[config.mk]
export PLATFORM = sky130hd
export DESIGN_NAME = rtc_alarm_timer
export DESIGN_NICKNAME = d
export VERILOG_FILES = /design/src/rtl/rtc_alarm_timer_pkg.sv /design/src/rtl/rtc_alarm_timer_prescaler.sv /design/src/rtl/rtc_alarm_timer_counter.sv /design/src/rtl/rtc_alarm_timer_regs.sv /design/src/rtl/rtc_alarm_timer.sv
export SDC_FILE = /design/constraint.sdc
export NUM_CORES = 1
export LEC_CHECK = 0
export CORE_ASPECT_RATIO = 2
export CORE_MARGIN = 10
export CORE_UTILIZATION = 30
export CTS_CLUSTER_DIAMETER = 80
export DETAILED_ROUTE_END_ITERATION = 8
export PLACE_DENSITY_LB_ADDON = 0.12
export SKIP_LAST_GASP = 1
export SYNTH_ARGS = -nofsm -noshare
export SYNTH_HDL_FRONTEND = slang
export SYNTH_HIERARCHICAL = 1
export SYNTH_SLANG_ARGS = --single-unit
[constraint.sdc]
create_clock -name clk -period 4.2 [get_ports clk]
set_input_delay 0.84 -clock clk [delete_from_list [all_inputs] [get_ports clk]]
set_output_delay 0.84 -clock clk [all_outputs]
set_load 0.01 [all_outputs]
[src/rtl/rtc_alarm_timer_pkg.sv]
package rtc_alarm_timer_pkg;

    localparam int DATA_W  = 32;
    localparam int ADDR_W  = 8;
    localparam int ALARM_N = 2;
    localparam int EVT_N   = ALARM_N + 1;   // alarms first, periodic tick last

    localparam logic [ADDR_W-1:0] OFS_COUNT  = 8'h00;
    localparam logic [ADDR_W-1:0] OFS_ALARM0 = 8'h04;
    localparam logic [ADDR_W-1:0] OFS_STATUS = 8'h08;
    localparam logic [ADDR_W-1:0] OFS_DIV    = 8'h0C;
    localparam logic [ADDR_W-1:0] OFS_ALARM1 = 8'h18;
    localparam logic [ADDR_W-1:0] OFS_CSEL   = 8'h1C;
    localparam logic [ADDR_W-1:0] OFS_SCRTCH = 8'h40;

    localparam int CSEL_RUN = 3;

    typedef enum logic {
        PS_HALT = 1'b0,
        PS_RUN  = 1'b1
    } ps_state_t;

    // status bit position of each event flag (index: alarm0, alarm1, tick)
    function automatic int evt_pos(input int idx);
        case (idx)
            0:       return 0;
            1:       return 4;
            default: return 1;
        endcase
    endfunction

    // status bit position of each enable (index: alarm0, alarm1, tick)
    function automatic int ena_pos(input int idx);
        case (idx)
            0:       return 2;
            1:       return 6;
            default: return 3;
        endcase
    endfunction

    function automatic logic [ADDR_W-1:0] alarm_ofs(input int idx);
        return (idx == 0) ? OFS_ALARM0 : OFS_ALARM1;
    endfunction

endpackage

[src/rtl/rtc_alarm_timer_prescaler.sv]
module rtc_alarm_timer_prescaler
    import rtc_alarm_timer_pkg::*;
#(
    parameter int DIV_W = 16
) (
    input  logic             clk,
    input  logic             rst_n,
    input  logic             run_req,
    input  logic             tick_en,
    input  logic [DIV_W-1:0] div,
    output logic             slow_tick,
    output logic             running
);

    ps_state_t        state_q, state_d;
    logic [DIV_W-1:0] half_q;
    logic             phase_q;
    logic             half_wrap;

    // state register
    always_ff @(posedge clk or negedge rst_n) begin
        if (!rst_n) state_q <= PS_HALT;
        else        state_q <= state_d;
    end

    // next-state logic
    always_comb begin
        state_d = state_q;
        unique case (state_q)
            PS_HALT: if (run_req)  state_d = PS_RUN;
            PS_RUN:  if (!run_req) state_d = PS_HALT;
            default: state_d = PS_HALT;
        endcase
    end

    // half-period counter (>= so a smaller divider written mid-count takes effect at once)
    assign half_wrap = (half_q >= div);

    always_ff @(posedge clk or negedge rst_n) begin
        if (!rst_n) begin
            half_q  <= '0;
            phase_q <= 1'b0;
        end else if (state_q == PS_HALT) begin
            half_q  <= '0;
            phase_q <= 1'b0;
        end else if (tick_en) begin
            if (half_wrap) begin
                half_q  <= '0;
                phase_q <= ~phase_q;
            end else begin
                half_q  <= half_q + 1'b1;
            end
        end
    end

    // outputs
    always_comb begin
        slow_tick = 1'b0;
        running   = 1'b0;
        unique case (state_q)
            PS_HALT: begin
                slow_tick = 1'b0;
                running   = 1'b0;
            end
            PS_RUN: begin
                slow_tick = tick_en && half_wrap && phase_q;
                running   = 1'b1;
            end
            default: ;
        endcase
    end

endmodule

[src/rtl/rtc_alarm_timer_counter.sv]
module rtc_alarm_timer_counter
    import rtc_alarm_timer_pkg::*;
#(
    parameter int CNT_W = DATA_W
) (
    input  logic                            clk,
    input  logic                            rst_n,
    input  logic                            slow_tick,
    input  logic                            load,
    input  logic [CNT_W-1:0]                load_val,
    input  logic [ALARM_N-1:0][CNT_W-1:0]   alarm_val,
    input  logic [ALARM_N-1:0]              alarm_en,
    output logic [CNT_W-1:0]                count,
    output logic [ALARM_N-1:0]              alarm_hit
);

    logic [CNT_W-1:0] count_q;
    logic [CNT_W-1:0] count_inc;
    logic             advance;

    assign count_inc = count_q + 1'b1;
    assign advance   = slow_tick && !load;

    always_ff @(posedge clk or negedge rst_n) begin
        if (!rst_n)       count_q <= '0;
        else if (load)    count_q <= load_val;
        else if (advance) count_q <= count_inc;
    end

    // equality test against the value the counter is about to take
    for (genvar gi = 0; gi < ALARM_N; gi++) begin : g_cmp
        assign alarm_hit[gi] = advance && alarm_en[gi] && (count_inc == alarm_val[gi]);
    end

    assign count = count_q;

endmodule

[src/rtl/rtc_alarm_timer_regs.sv]
module rtc_alarm_timer_regs
    import rtc_alarm_timer_pkg::*;
#(
    parameter int DIV_W  = 16,
    parameter int CSEL_W = 8
) (
    input  logic                             clk,
    input  logic                             rst_n,
    input  logic                             bus_wr,
    input  logic [ADDR_W-1:0]                bus_addr,
    input  logic [DATA_W-1:0]                bus_wdata,
    output logic [DATA_W-1:0]                bus_rdata,
    input  logic [DATA_W-1:0]                count,
    input  logic                             slow_tick,
    input  logic [ALARM_N-1:0]               alarm_hit,
    output logic                             cnt_load,
    output logic [ALARM_N-1:0][DATA_W-1:0]   alarm_val,
    output logic [DIV_W-1:0]                 div,
    output logic [CSEL_W-1:0]                csel,
    output logic [EVT_N-1:0]                 evt,
    output logic [EVT_N-1:0]                 ena
);

    logic [ALARM_N-1:0][DATA_W-1:0] alarm_q;
    logic [DIV_W-1:0]               div_q;
    logic [CSEL_W-1:0]              csel_q;
    logic [DATA_W-1:0]              scratch_q;
    logic [EVT_N-1:0]               evt_q, ena_q, evt_set;
    logic                           stat_wr;
    logic [DATA_W-1:0]              status_word;

    assign stat_wr  = bus_wr && (bus_addr == OFS_STATUS);
    assign cnt_load = bus_wr && (bus_addr == OFS_COUNT);
    assign evt_set  = {slow_tick, alarm_hit};

    for (genvar gi = 0; gi < ALARM_N; gi++) begin : g_alarm
        always_ff @(posedge clk or negedge rst_n) begin
            if (!rst_n)
                alarm_q[gi] <= '0;
            else if (bus_wr && bus_addr == alarm_ofs(gi))
                alarm_q[gi] <= bus_wdata;
        end
    end

    // event flags: set wins over a write-one clear; enables load plainly
    for (genvar ge = 0; ge < EVT_N; ge++) begin : g_evt
        always_ff @(posedge clk or negedge rst_n) begin
            if (!rst_n) begin
                evt_q[ge] <= 1'b0;
                ena_q[ge] <= 1'b0;
            end else begin
                if (evt_set[ge])
                    evt_q[ge] <= 1'b1;
                else if (stat_wr && bus_wdata[evt_pos(ge)])
                    evt_q[ge] <= 1'b0;
                if (stat_wr)
                    ena_q[ge] <= bus_wdata[ena_pos(ge)];
            end
        end
    end

    always_ff @(posedge clk or negedge rst_n) begin
        if (!rst_n) begin
            div_q     <= '0;
            csel_q    <= '0;
            scratch_q <= '0;
        end else if (bus_wr) begin
            if (bus_addr == OFS_DIV)    div_q     <= bus_wdata[DIV_W-1:0];
            if (bus_addr == OFS_CSEL)   csel_q    <= bus_wdata[CSEL_W-1:0];
            if (bus_addr == OFS_SCRTCH) scratch_q <= bus_wdata;
        end
    end

    always_comb begin
        status_word = '0;
        for (int i = 0; i < EVT_N; i++) begin
            status_word[evt_pos(i)] = evt_q[i];
            status_word[ena_pos(i)] = ena_q[i];
        end
    end

    always_comb begin
        case (bus_addr)
            OFS_COUNT:  bus_rdata = count;
            OFS_ALARM0: bus_rdata = alarm_q[0];
            OFS_ALARM1: bus_rdata = alarm_q[1];
            OFS_STATUS: bus_rdata = status_word;
            OFS_DIV:    bus_rdata = {{(DATA_W-DIV_W){1'b0}}, div_q};
            OFS_CSEL:   bus_rdata = {{(DATA_W-CSEL_W){1'b0}}, csel_q};
            OFS_SCRTCH: bus_rdata = scratch_q;
            default:    bus_rdata = '0;
        endcase
    end

    assign alarm_val = alarm_q;
    assign div       = div_q;
    assign csel      = csel_q;
    assign evt       = evt_q;
    assign ena       = ena_q;

endmodule

[src/rtl/rtc_alarm_timer.sv]
module rtc_alarm_timer
    import rtc_alarm_timer_pkg::*;
#(
    parameter int DIV_W  = 16,
    parameter int CSEL_W = 8
) (
    input  logic              clk,
    input  logic              rst_n,
    input  logic              tick_en,
    input  logic              bus_wr,
    input  logic [ADDR_W-1:0] bus_addr,
    input  logic [DATA_W-1:0] bus_wdata,
    output logic [DATA_W-1:0] bus_rdata,
    output logic              irq
);

    logic                           slow_tick;
    logic                           running;
    logic                           run_req;
    logic                           cnt_load;
    logic [DATA_W-1:0]              count_q;
    logic [ALARM_N-1:0]             alarm_hit;
    logic [ALARM_N-1:0][DATA_W-1:0] alarm_val;
    logic [DIV_W-1:0]               div;
    logic [CSEL_W-1:0]              csel;
    logic [EVT_N-1:0]               evt, ena;

    assign run_req = (csel == CSEL_W'(CSEL_RUN));

    rtc_alarm_timer_prescaler #(.DIV_W(DIV_W)) u_pre (
        .clk       (clk),
        .rst_n     (rst_n),
        .run_req   (run_req),
        .tick_en   (tick_en),
        .div       (div),
        .slow_tick (slow_tick),
        .running   (running)
    );

    rtc_alarm_timer_counter #(.CNT_W(DATA_W)) u_cnt (
        .clk       (clk),
        .rst_n     (rst_n),
        .slow_tick (slow_tick),
        .load      (cnt_load),
        .load_val  (bus_wdata),
        .alarm_val (alarm_val),
        .alarm_en  (ena[ALARM_N-1:0]),
        .count     (count_q),
        .alarm_hit (alarm_hit)
    );

    rtc_alarm_timer_regs #(.DIV_W(DIV_W), .CSEL_W(CSEL_W)) u_regs (
        .clk       (clk),
        .rst_n     (rst_n),
        .bus_wr    (bus_wr),
        .bus_addr  (bus_addr),
        .bus_wdata (bus_wdata),
        .bus_rdata (bus_rdata),
        .count     (count_q),
        .slow_tick (slow_tick),
        .alarm_hit (alarm_hit),
        .cnt_load  (cnt_load),
        .alarm_val (alarm_val),
        .div       (div),
        .csel      (csel),
        .evt       (evt),
        .ena       (ena)
    );

    assign irq = |(evt & ena);

endmodule

* After elaboration in Yosys (flattened, before gate mapping)
Index checks and enable logic that the tools add are counted.
Word-level totals: output and inout bits 33, input bits 44, logic and storage cells 74, flip-flop bits (word level) 176
Operators by class: eq/ne operators 11, $add $sub $neg 2, multiplexer cells 17, reductions and logical operators 25, order comparisons 1, bitwise operators 3
Operators with widths (number):
- one-hot mux 32 bit (7 select lines) | 1
- == test 32 bit | 2
- 2-to-1 mux 32 bit | 2
- 2-to-1 mux 16 bit | 3
- adder 32 x 1 -> 32 bit, second input constant | 1
- adder 16 x 1 -> 16 bit, second input constant | 1
- == test 8 x 4 -> 1 bit, second input constant | 2
- == test 8 x 5 -> 1 bit, second input constant | 2
- >= comparator 16 bit | 1
- logical AND 1 bit | 14
- 2-to-1 mux 1 bit | 10
- == test 8 x 2 -> 1 bit, second input constant | 1
- == test 8 x 3 -> 1 bit, second input constant | 1
- == test 8 x 7 -> 1 bit, second input constant | 1
- zero test 8 bit | 1
- AND reduction 2 bit | 4
- nonzero test 2 bit | 4
- != test 2 bit, second input constant | 2
- AND 3 bit | 1
- OR reduction 3 bit | 1
- NOT 1 bit | 2
- one-hot mux 1 bit (2 select lines) | 1
- zero test 1 bit | 1

* Depth between registers and ports, before layout
Gate-level depths: netlist (run 1).
depth after elaboration 8, mapped depth 16, depth with buffers taken out 15

* By module
The synthesis (run 1) kept the hierarchy.
Modules (own cells, without submodules):
- rtc_alarm_timer_regs | sequential area each 3153.0 sq um, times used 1, area each 5888.1 sq um, cells each 424
- rtc_alarm_timer_counter | sequential area each 800.8 sq um, times used 1, area each 3611.0 sq um, cells each 444
- rtc_alarm_timer_prescaler | sequential area each 450.4 sq um, times used 1, area each 1408.9 sq um, cells each 157
- rtc_alarm_timer | sequential area each 0.0 sq um, times used 1, area each 37.5 sq um, cells each 5

* Worst setup path before layout (run 1)
Ideal clock, no wire load.
path type flip-flop to flip-flop, start point reg u_pre.half_q[11], end point reg u_regs.evt_q[1] (netlist: u_regs/evt[1]), clock period less this slack 3.204 ns, cell stages (with the launch flop) 16, required time 4.136 ns, data arrival time 3.141 ns, buffers on the path 1, setup slack 0.996 ns, library setup time 0.064 ns, path through dfrtp_1 ha_1 nand4_1 a211oi_1 a31oi_4 a21boi_2 and3_1 clkbuf_1 nor2b_1 nand4_1 a21oi_1 nand4_1 a2111oi_2 nand4_1 nor4_2 a21o_1
On the way: word-level cells in the longest chain between the ends 8, elaborated cells on any way between the ends 9, classes of those cells order compare: 1; mux: 2; reduce/logical: 6
Ends and longest elaborated chain:
- start: declaration | RTL line rtc_alarm_timer_prescaler.sv:16 | logic [DIV_W-1:0] half_q;
- start signal: assignment | RTL line rtc_alarm_timer_prescaler.sv:51 | half_q <= half_q + 1'b1;
- >= comparator 16 bit (*) | RTL line rtc_alarm_timer_prescaler.sv:37 | assign half_wrap = (half_q >= div);
- logical AND 1 bit (*) (2 in a row) | RTL line rtc_alarm_timer_prescaler.sv:66 | slow_tick = tick_en && half_wrap && phase_q;
- one-hot mux 1 bit (2 select lines) (*) | RTL line rtc_alarm_timer_prescaler.sv:60 | unique case (state_q)
- net slow_tick | RTL line rtc_alarm_timer.sv:17 | logic slow_tick;
- logical AND 1 bit (*) | RTL line rtc_alarm_timer_counter.sv:22 | assign advance = slow_tick && !load;
- logical AND 1 bit (*) (2 in a row) | RTL line rtc_alarm_timer_counter.sv:32 | assign alarm_hit[gi] = advance && alarm_en[gi] && (count_inc == alarm_val[gi]);
- net alarm_hit[1] | RTL line rtc_alarm_timer.sv:22 | logic [ALARM_N-1:0] alarm_hit;
- 2-to-1 mux 1 bit or nonzero test 2 bit (tied branches)
- end signal: indexed assignment | RTL line rtc_alarm_timer_regs.sv:49 | evt_q[ge] <= 1'b0;
- end signal: indexed assignment | RTL line rtc_alarm_timer_regs.sv:53 | evt_q[ge] <= 1'b1;
- end signal: indexed assignment | RTL line rtc_alarm_timer_regs.sv:55 | evt_q[ge] <= 1'b0;
- end: declaration | RTL line rtc_alarm_timer_regs.sv:28 | logic [EVT_N-1:0] evt_q, ena_q, evt_set;
Mark *: on every way through the listed nets, which the timed path passes. The rest lies on a longest branch. A chain may end at the register's enable or synchronous reset.

* Worst setup path after layout (run 1)
start point in bus_addr[3], end point out bus_rdata[3]
On the way: word-level cells in the longest chain between the ends 2, elaborated cells on any way between the ends 8, classes of those cells eq/ne: 6; mux: 1; reduce/logical: 1
Ends and longest elaborated chain:
- start: declaration | RTL line rtc_alarm_timer.sv:11 | input logic [ADDR_W-1:0] bus_addr,
- == test 8 x 7 -> 1 bit (tied with other cells) | RTL line rtc_alarm_timer_regs.sv:83 | case (bus_addr)
- one-hot mux 32 bit (7 select lines) (*) | RTL line rtc_alarm_timer_regs.sv:83
- end: declaration | RTL line rtc_alarm_timer.sv:13 | output logic [DATA_W-1:0] bus_rdata,
Mark *: on every way between the ends. The rest lies on a longest branch, timed or not.

==> results of run 1 <==
## synthesized netlist by cell type, drive strengths merged, types with 4 or more instances
| cell | instances |
|---|---|
| nand3b | 11 |
| and2 | 8 |
| a31oi | 24 |
| nand2 | 83 |
| inv | 26 |
| mux2 | 131 |
| and4 | 8 |
| o21ai | 73 |
| xor2 | 60 |
| nor4b | 4 |
| a22oi | 49 |
| a222oi | 11 |
| dfrtp | 176 |
| buf | 32 |
| xnor2 | 69 |
| nor3 | 11 |
| nand2b | 6 |
| a21oi | 10 |
| mux2i | 8 |
| ha | 18 |
| o221ai | 9 |
| nor4 | 16 |
| nor3b | 6 |
| nor2 | 24 |
| nand3 | 34 |
| nand4 | 30 |
| clkbuf | 35 |
| and3 | 17 |
## state kept, by name, summed over array words and instances (netlist names), 3 cells and up
| name | flops |
|---|---|
| u_cnt/count | 32 |
| u_pre/half_q | 16 |
| u_regs/alarm_val | 64 |
| u_regs/csel | 8 |
| u_regs/div | 16 |
| u_regs/ena | 3 |
| u_regs/evt | 3 |
| u_regs/scratch_q | 32 |
## worst max-delay path, delay by kind of cell
| family | cells | cell delay (ps) |
|---|---|---|
| compound gates | 2 | 610 |
| buf+inv | 4 | 1520 |
| mux | 1 | 330 |
## layout make-up
type	count	area [um^2]	share of cell area [%]
clock buffer	18	429.2	3.318
clock inverter	14	146.4	1.132
inverter	26	97.59	0.7544
multi-input combinational	761	6136	47.43
sequential	176	4404	34.05
tap	450	563.0	4.352
timing repair buffer	113	1160	8.966
## cells by family (layout without fill, tap and decap cells)
| family | count (synthesis) | count (layout) | share of synthesized area [%] |
|---|---|---|---|
| adders and majority gates | 18 | 18 | 2.058 |
| muxes | 139 | 139 | 15.24 |
| buffers and inverters | 93 | 171 | 4.058 |
| xor gates and xnor gates | 129 | 129 | 10.32 |
| AOI/OAI and AO/OA | 205 | 205 | 12.76 |
| and+or+nand+nor | 270 | 270 | 15.33 |
| DFF | 176 | 176 | 40.24 |
## power groups by stage
stage / Combinational, W / Sequential (W) / Clock [W]
after CTS: 0.000490 / 0.00187 / 0.00164
after detailed placement: 0.000487 / 0.00191 / 0
final: 0.000484 / 0.00187 / 0.00159
after floorplan: 0.000307 / 0.00185 / 0
after global placement: 0.000484 / 0.00190 / 0
after global routing: 0.000524 / 0.00188 / 0.00171
## per-stage QoR
step	instances	power, W	setup WS, ps	hold WS, ps
finish	1558	0.003947	48.15	259.5
global placement	1526	0.002388	38.30	481.6
global route	1558	0.004114	10.84	252.8
CTS	1558	0.004002	50.21	242.8
detailed placement	1526	0.002392	54.93	494.2
floorplan	1030	0.002156	995.5	437.0
## final timing paths
| path | start | endpoint | slack [ps] | cells after the start |
|---|---|---|---|---|
| setup / recovery | bus_addr[3] | bus_rdata[3] | 50 | 7 |
| hold / removal | rst_n | u_regs/alarm_val[63]$_DFFE_PN0P_ | 260 | 1 |
| setup reg to reg | u_regs/div[15]$_DFFE_PN0P_ | u_regs/evt[0]$_DFFE_PN0P_ | 250 | 15 |
| hold reg to reg | u_regs/scratch_q[27]$_DFFE_PN0P_ | u_regs/scratch_q[27]$_DFFE_PN0P_ | 510 | 1 |
| max in group asynchronous | rst_n | u_cnt/count[18]$_DFFE_PN0P_ | 3030 | 2 |
| min in group clk | u_regs/scratch_q[27]$_DFFE_PN0P_ | u_regs/scratch_q[27]$_DFFE_PN0P_ | 510 | 1 |
## metal layers
metal / wire length, um / track usage [%] / share of wire, % / vias up
li1: - / - / - / 3924
met1: 13240 / 16.11 / 35 / 4278
met2: 21780 / 33.00 / 58 / 162
met3: 1009 / 2.561 / 2.7 / 54
met4: 1320 / 6.881 / 3.5 / 0
met5: 0 / 0 / 0 / -
## cell usage in the layout, fill, tap and decap left out, types with 6 or more instances in the layout
cell               n
a31oi_1           23
nand3_1           29
mux2_2           100
clkdlybuf4s50_1   73
nor4_1             6
nor4_2             6
buf_4             28
ha_1              18
nand2b_1           6
o21ai_0           69
dfrtp_1          176
nand3b_1          11
nand2_1           81
xor2_1            60
inv_1             26
and4_1             8
nor3_1             8
a222oi_1          11
o221ai_1           9
mux2_4            30
nor2_1            24
mux2i_1            8
clkbuf_16         17
xnor2_1           69
a21oi_1           10
nand4_1           25
and2_1             7
and3_1            16
buf_12             9
a22oi_1           49
==> impl_metrics.toml, run 1 <==
[run_status]
outcome = "finished clean"

[critical_path]
cp_slowest_cell = "clkdlybuf4s50_1"
cp_max_fo = 7
cpPeakStageDelay_ps = 640
critPathArrivalTime_ps = 3310
critPathKind = "in -> out"
cp_cell_sequence = "clkdlybuf4s50_1 > buf_12 > mux2_2 > a222oi_1 > buf_4 > o221ai_1 > clkdlybuf4s50_1"
cp-start-kind = "input port"
crit_top_cell = "clkdlybuf4s50_1"
critPathCaptureType = "primary output"
worstPathRequired_ps = 3360

[finish]
area_growth_pct = 18.19
n_fill_cell = 3640
drive_gt1_share_pct = 21.12
antennaDiodeCount = 0
fin_area_mm2 = 0.01294
final_util_pct = 36.01
final_nets = 1157

[floorplanning]
die-area_mm2 = 0.04499
num_io_pins = 77
die_h_um = 290.1
die_w_um = 155.1
fp-row-count = 98
initial_core_util_pct = 30.47
core_mm2 = 0.03593

[worst_hold_path]
hp-class = "in -> async"

[yosys]
syn_area_mm2 = 0.01095
netlist_top_cells_area = "dfrtp_1, mux2_2, xnor2_1"
synth.top_cell.area_share_pct = 40.24
syn_inst = 1030
syn_nets = 1092
synth-warning-count = 6
synth_ff_type = "dfrtp_1"
synth-seq-cells = 176
synth_cell_types = 75
ys_seq_area_share_pct = 40.24
synth-edff-count = 0
syn_area_per_cell_um2 = 10.63
async_reset_ff_share_pct = 100.0
yosys.area.top_type = "dfrtp_1"

[sta]
slew_violations = 0
fin_crit_sh_pct = 98.85
tightest_slew_ps = 752.5
finClkSkew_ps = 16.32
rsz0062_at_grt = "no"
finalSetupViolations = 0
fmax_ghz = 0.2409
hold_violations = 0
fin_crit_ps = 4152
max_slew_margin_pct = 49.45
setup_tns_ps = 0

[cts]
cts_max_level = 4
root_buffer = "clkbuf_16"
clockBufferDepth = 2
holdBufCountCts = 0
cts_sinks = 176
clkTransAtPathRegs_ps = 70
cts_buffers = 17
clk_latency_ps = 450
tritoncts = "built"
postCtsSetupBuffers = 0
cts_resized = 0

[placement]
io_buffers = 76
globalplace.congestion = 0.8715
dpl_cell_area_mm2 = 0.01235
hpwl_um = 28350

[power_and_ir_drop]
ir_worst_vdd_uv = 263.5
p_clk_share_pct = 40.3
power_switching_w = 0.001121
seqPwrFrac_pct = 47.4
p_sw_share_pct = 28.41
leakagePower_nw = 5.542
internal_power_w = 0.002826
combPwrFrac_pct = 12.3
power_density_mw_per_mm2 = 305.1

[detailed_routing]
wl_per_cell_um = 23.97
drt-initial-drc-count = 505
dr.pass1.iters = 8
vias = 8418
ant_nets = 0
wirelength_um = 37350
via_per_inst = 5.403
drc_errors = 0

[global_route]
antenna_found_initial = 0
grt_max_degree = 110
grt_pass1_vias = 9018
grt_usage_pct = 16.62
grt_pass1_wl_um = 56930
grt_overflow_total = 0

[flow_run]
max-cap-violations = 0
Power figures use the tool's default switching activity.
==> run 2, diff against run 1 <==
--- a/config.mk
+++ b/config.mk
@@ -10,7 +10,9 @@
 export CORE_UTILIZATION = 30
 export CTS_CLUSTER_DIAMETER = 80
 export DETAILED_ROUTE_END_ITERATION = 8
+export GPL_ROUTABILITY_DRIVEN = 0
 export PLACE_DENSITY_LB_ADDON = 0.12
+export SETUP_SLACK_MARGIN = 0.02
 export SKIP_LAST_GASP = 1
 export SYNTH_ARGS = -nofsm -noshare
 export SYNTH_HDL_FRONTEND = slang
==> constraint.sdc (replaced) <==
create_clock -name clk -period 4.2 [get_ports clk]
set_input_delay 0.84 -clock clk [delete_from_list [all_inputs] [get_ports clk]]
set_output_delay 0.84 -clock clk [all_outputs]
set_load 0.005 [all_outputs]
==> run 2 against run 1 <==
Clock-buffer cell count is the same. Hold slack gained 210 ps. Maximum frequency grew 2.2%. Global-route usage grew 0.38 points. Routed wire length grew 1.9%. Die area is the same. Non-clock buffer count grew 7. Critical path depth grew 1. Via count grew 0.13%. Cell count grew 0.45%. First-iteration DRC count grew 14%. Largest cell class unchanged. Highest routed layer unchanged.
==> impl_metrics.toml, run 2 (synthesis results as in run 1) <==
[power_and_ir_drop]
leakagePower_nw = 5.567
ir_worst_vdd_uv = 248.9
power_density_mw_per_mm2 = 311.3
p_total_w = 0.004043

[critical_path]
critPathKind = "in -> out"
critPathCaptureType = "primary output"
critPathArrivalTime_ps = 3220
crit_family = "buffers and inverters"
cp_cell_sequence = "clkdlybuf4s50_1 > nor4b_2 > buf_4 > and2_1 > buf_12 > nand2_1 > o221ai_1 > clkdlybuf4s50_1"
reg2reg_depth = 14
worstPathRequired_ps = 3360
regToRegEndpoint = "u_regs/evt[0]$_DFFE_PN0P_"
r2r_start = "u_pre/half_q[11]$_DFFE_PN0P_"
cpPeakStageDelay_ps = 600
cp_slowest_cell = "clkdlybuf4s50_1"
cp-start-kind = "input port"
cp_max_fo = 7
critPathBufInv = 4
crit_top_cell = "clkdlybuf4s50_1"
r2r_slack_ps = 340

[sta]
setup_tns_ps = 0
hold_ws_ps = 472.4
fin_ws_ps = 137.8
fin_crit_ps = 4062
rsz0062_at_grt = "no"
finClkSkew_ps = 11.30
slew_violations = 0
max_slew_margin_pct = 46.53
finalSetupViolations = 0
fmax_ghz = 0.2462
fin_crit_sh_pct = 96.72
hold_violations = 0
tightest_slew_ps = 802.1

[global_route]
grt_pass1_wl_um = 58120
antenna_found_initial = 0
grt_pass1_vias = 9049
grt_usage_pct = 17.00
grt_max_degree = 94
grt_overflow_total = 0

[cts]
cts_buffers = 17
clkTransAtPathRegs_ps = 70
cts_sinks = 176
clockBufferDepth = 2
holdBufCountCts = 0
root_buffer = "clkbuf_16"
clk_latency_ps = 460
tritoncts = "built"
cts_max_level = 4

[detailed_routing]
dr.pass1.iters = 7
drc_errors = 0
via_per_inst = 5.386
drt-initial-drc-count = 578
ant_nets = 0
wl_per_cell_um = 24.31
vias = 8429
wirelength_um = 38050

[placement]
pre_cts_ws_ps = 143.6
io_buffers = 76
hpwl_um = 29190

[finish]
largest_reg_flops = 64
final_nets = 1164
drive_gt1_share_pct = 22.06
layout_commonest_cell = "dfrtp_1"
area_growth_pct = 18.67
antennaDiodeCount = 0
final_cell_mix = "dfrtp_1, mux2_2, nand2_1"

[floorplanning]
die_h_um = 290.1
num_io_pins = 77
fp-row-count = 98
core_mm2 = 0.03593
die-area_mm2 = 0.04499
initial_core_util_pct = 30.47
die_w_um = 155.1

[worst_hold_path]
hp-class = "in -> async"

[flow_run]
max-cap-violations = 0

[run_status]
outcome = "finished clean"
[run 2: changes by cell type in the layout (fill, tap and decap cells not counted), sizes merged]
cell / before / now
dlymetal6s2s: 2 / 0
buf: 37 / 44
bufinv: 1 / 2
clkinv: 4 / 3
clkdlybuf4s50: 73 / 75
inv: 33 / 34
clkinvlp: 2 / 1
[run 2: final cells by class]
cell class / count / area (um^2)
fillers: 3663 / 22940
multi-input cells: 761 / 6147
flip-flops and latches: 176 / 4404
repair buffers: 120 / 1170
well taps: 450 / 563.0
clock buffers: 18 / 439.2
clock inverters: 14 / 167.7
inverters: 26 / 97.59
[run 2: layer usage]
metal	GRT usage, %	wire, um	vias to the layer above
met2	32.96	22040	151
li1	-	-	3933
met5	0	0	-
met1	17.06	13670	4287
met3	2.369	846	58
met4	7.712	1487	0
[run 2: how the worst max path moves through the flow]
stage / slack (ps) / startpoint / depth (start not counted) / endpoint
global placement: 130 / bus_addr[1] / 8 / bus_rdata[15]
CTS: 130 / bus_addr[6] / 8 / bus_rdata[11]
finish: 140 / bus_addr[6] / 8 / bus_rdata[4]
floorplan: 1000 / u_pre/half_q[11]$_DFFE_PN0P_ / 15 / u_regs/evt[1]$_DFFE_PN0P_
global route: 30 / bus_addr[1] / 8 / bus_rdata[11]
detailed placement: 140 / bus_addr[6] / 8 / bus_rdata[4]
[run 2: what timing repair did]
item | 4_1_cts | 5_1_grt
resized for setup | 0 | 4
buffers inserted | 0 | 1
setup endpoints to repair | 0 | 1
endpoints found under the hold margin | 0 | 0
[run 2: power breakdown]
group | switching, W | internal, W
Combinational | 0.000264 | 0.000224
Sequential | 0.000107 | 0.00177
Clock | 0.000769 | 0.000915
[run 2: through the flow]
step / area [um^2] / cells / utilization (%)
floorplan: 10950 / 1030 / -
global placement: 12350 / 1532 / 34.39
detailed placement: 12350 / 1532 / 34.39
CTS: 12960 / 1564 / 36.08
global route: 12990 / 1565 / 36.15
finish: 12990 / 1565 / 36.15
[run 2: worst reg2reg max path: cells and delay by family (launching register included)]
family,cells,cell delay [ps]
AO/OA/AOI/OAI,6,1270
flip-flops,1,450
buffers and inverters,1,180
AND/OR/NAND/NOR,6,1550
adder cells (fa/ha/maj),1,360
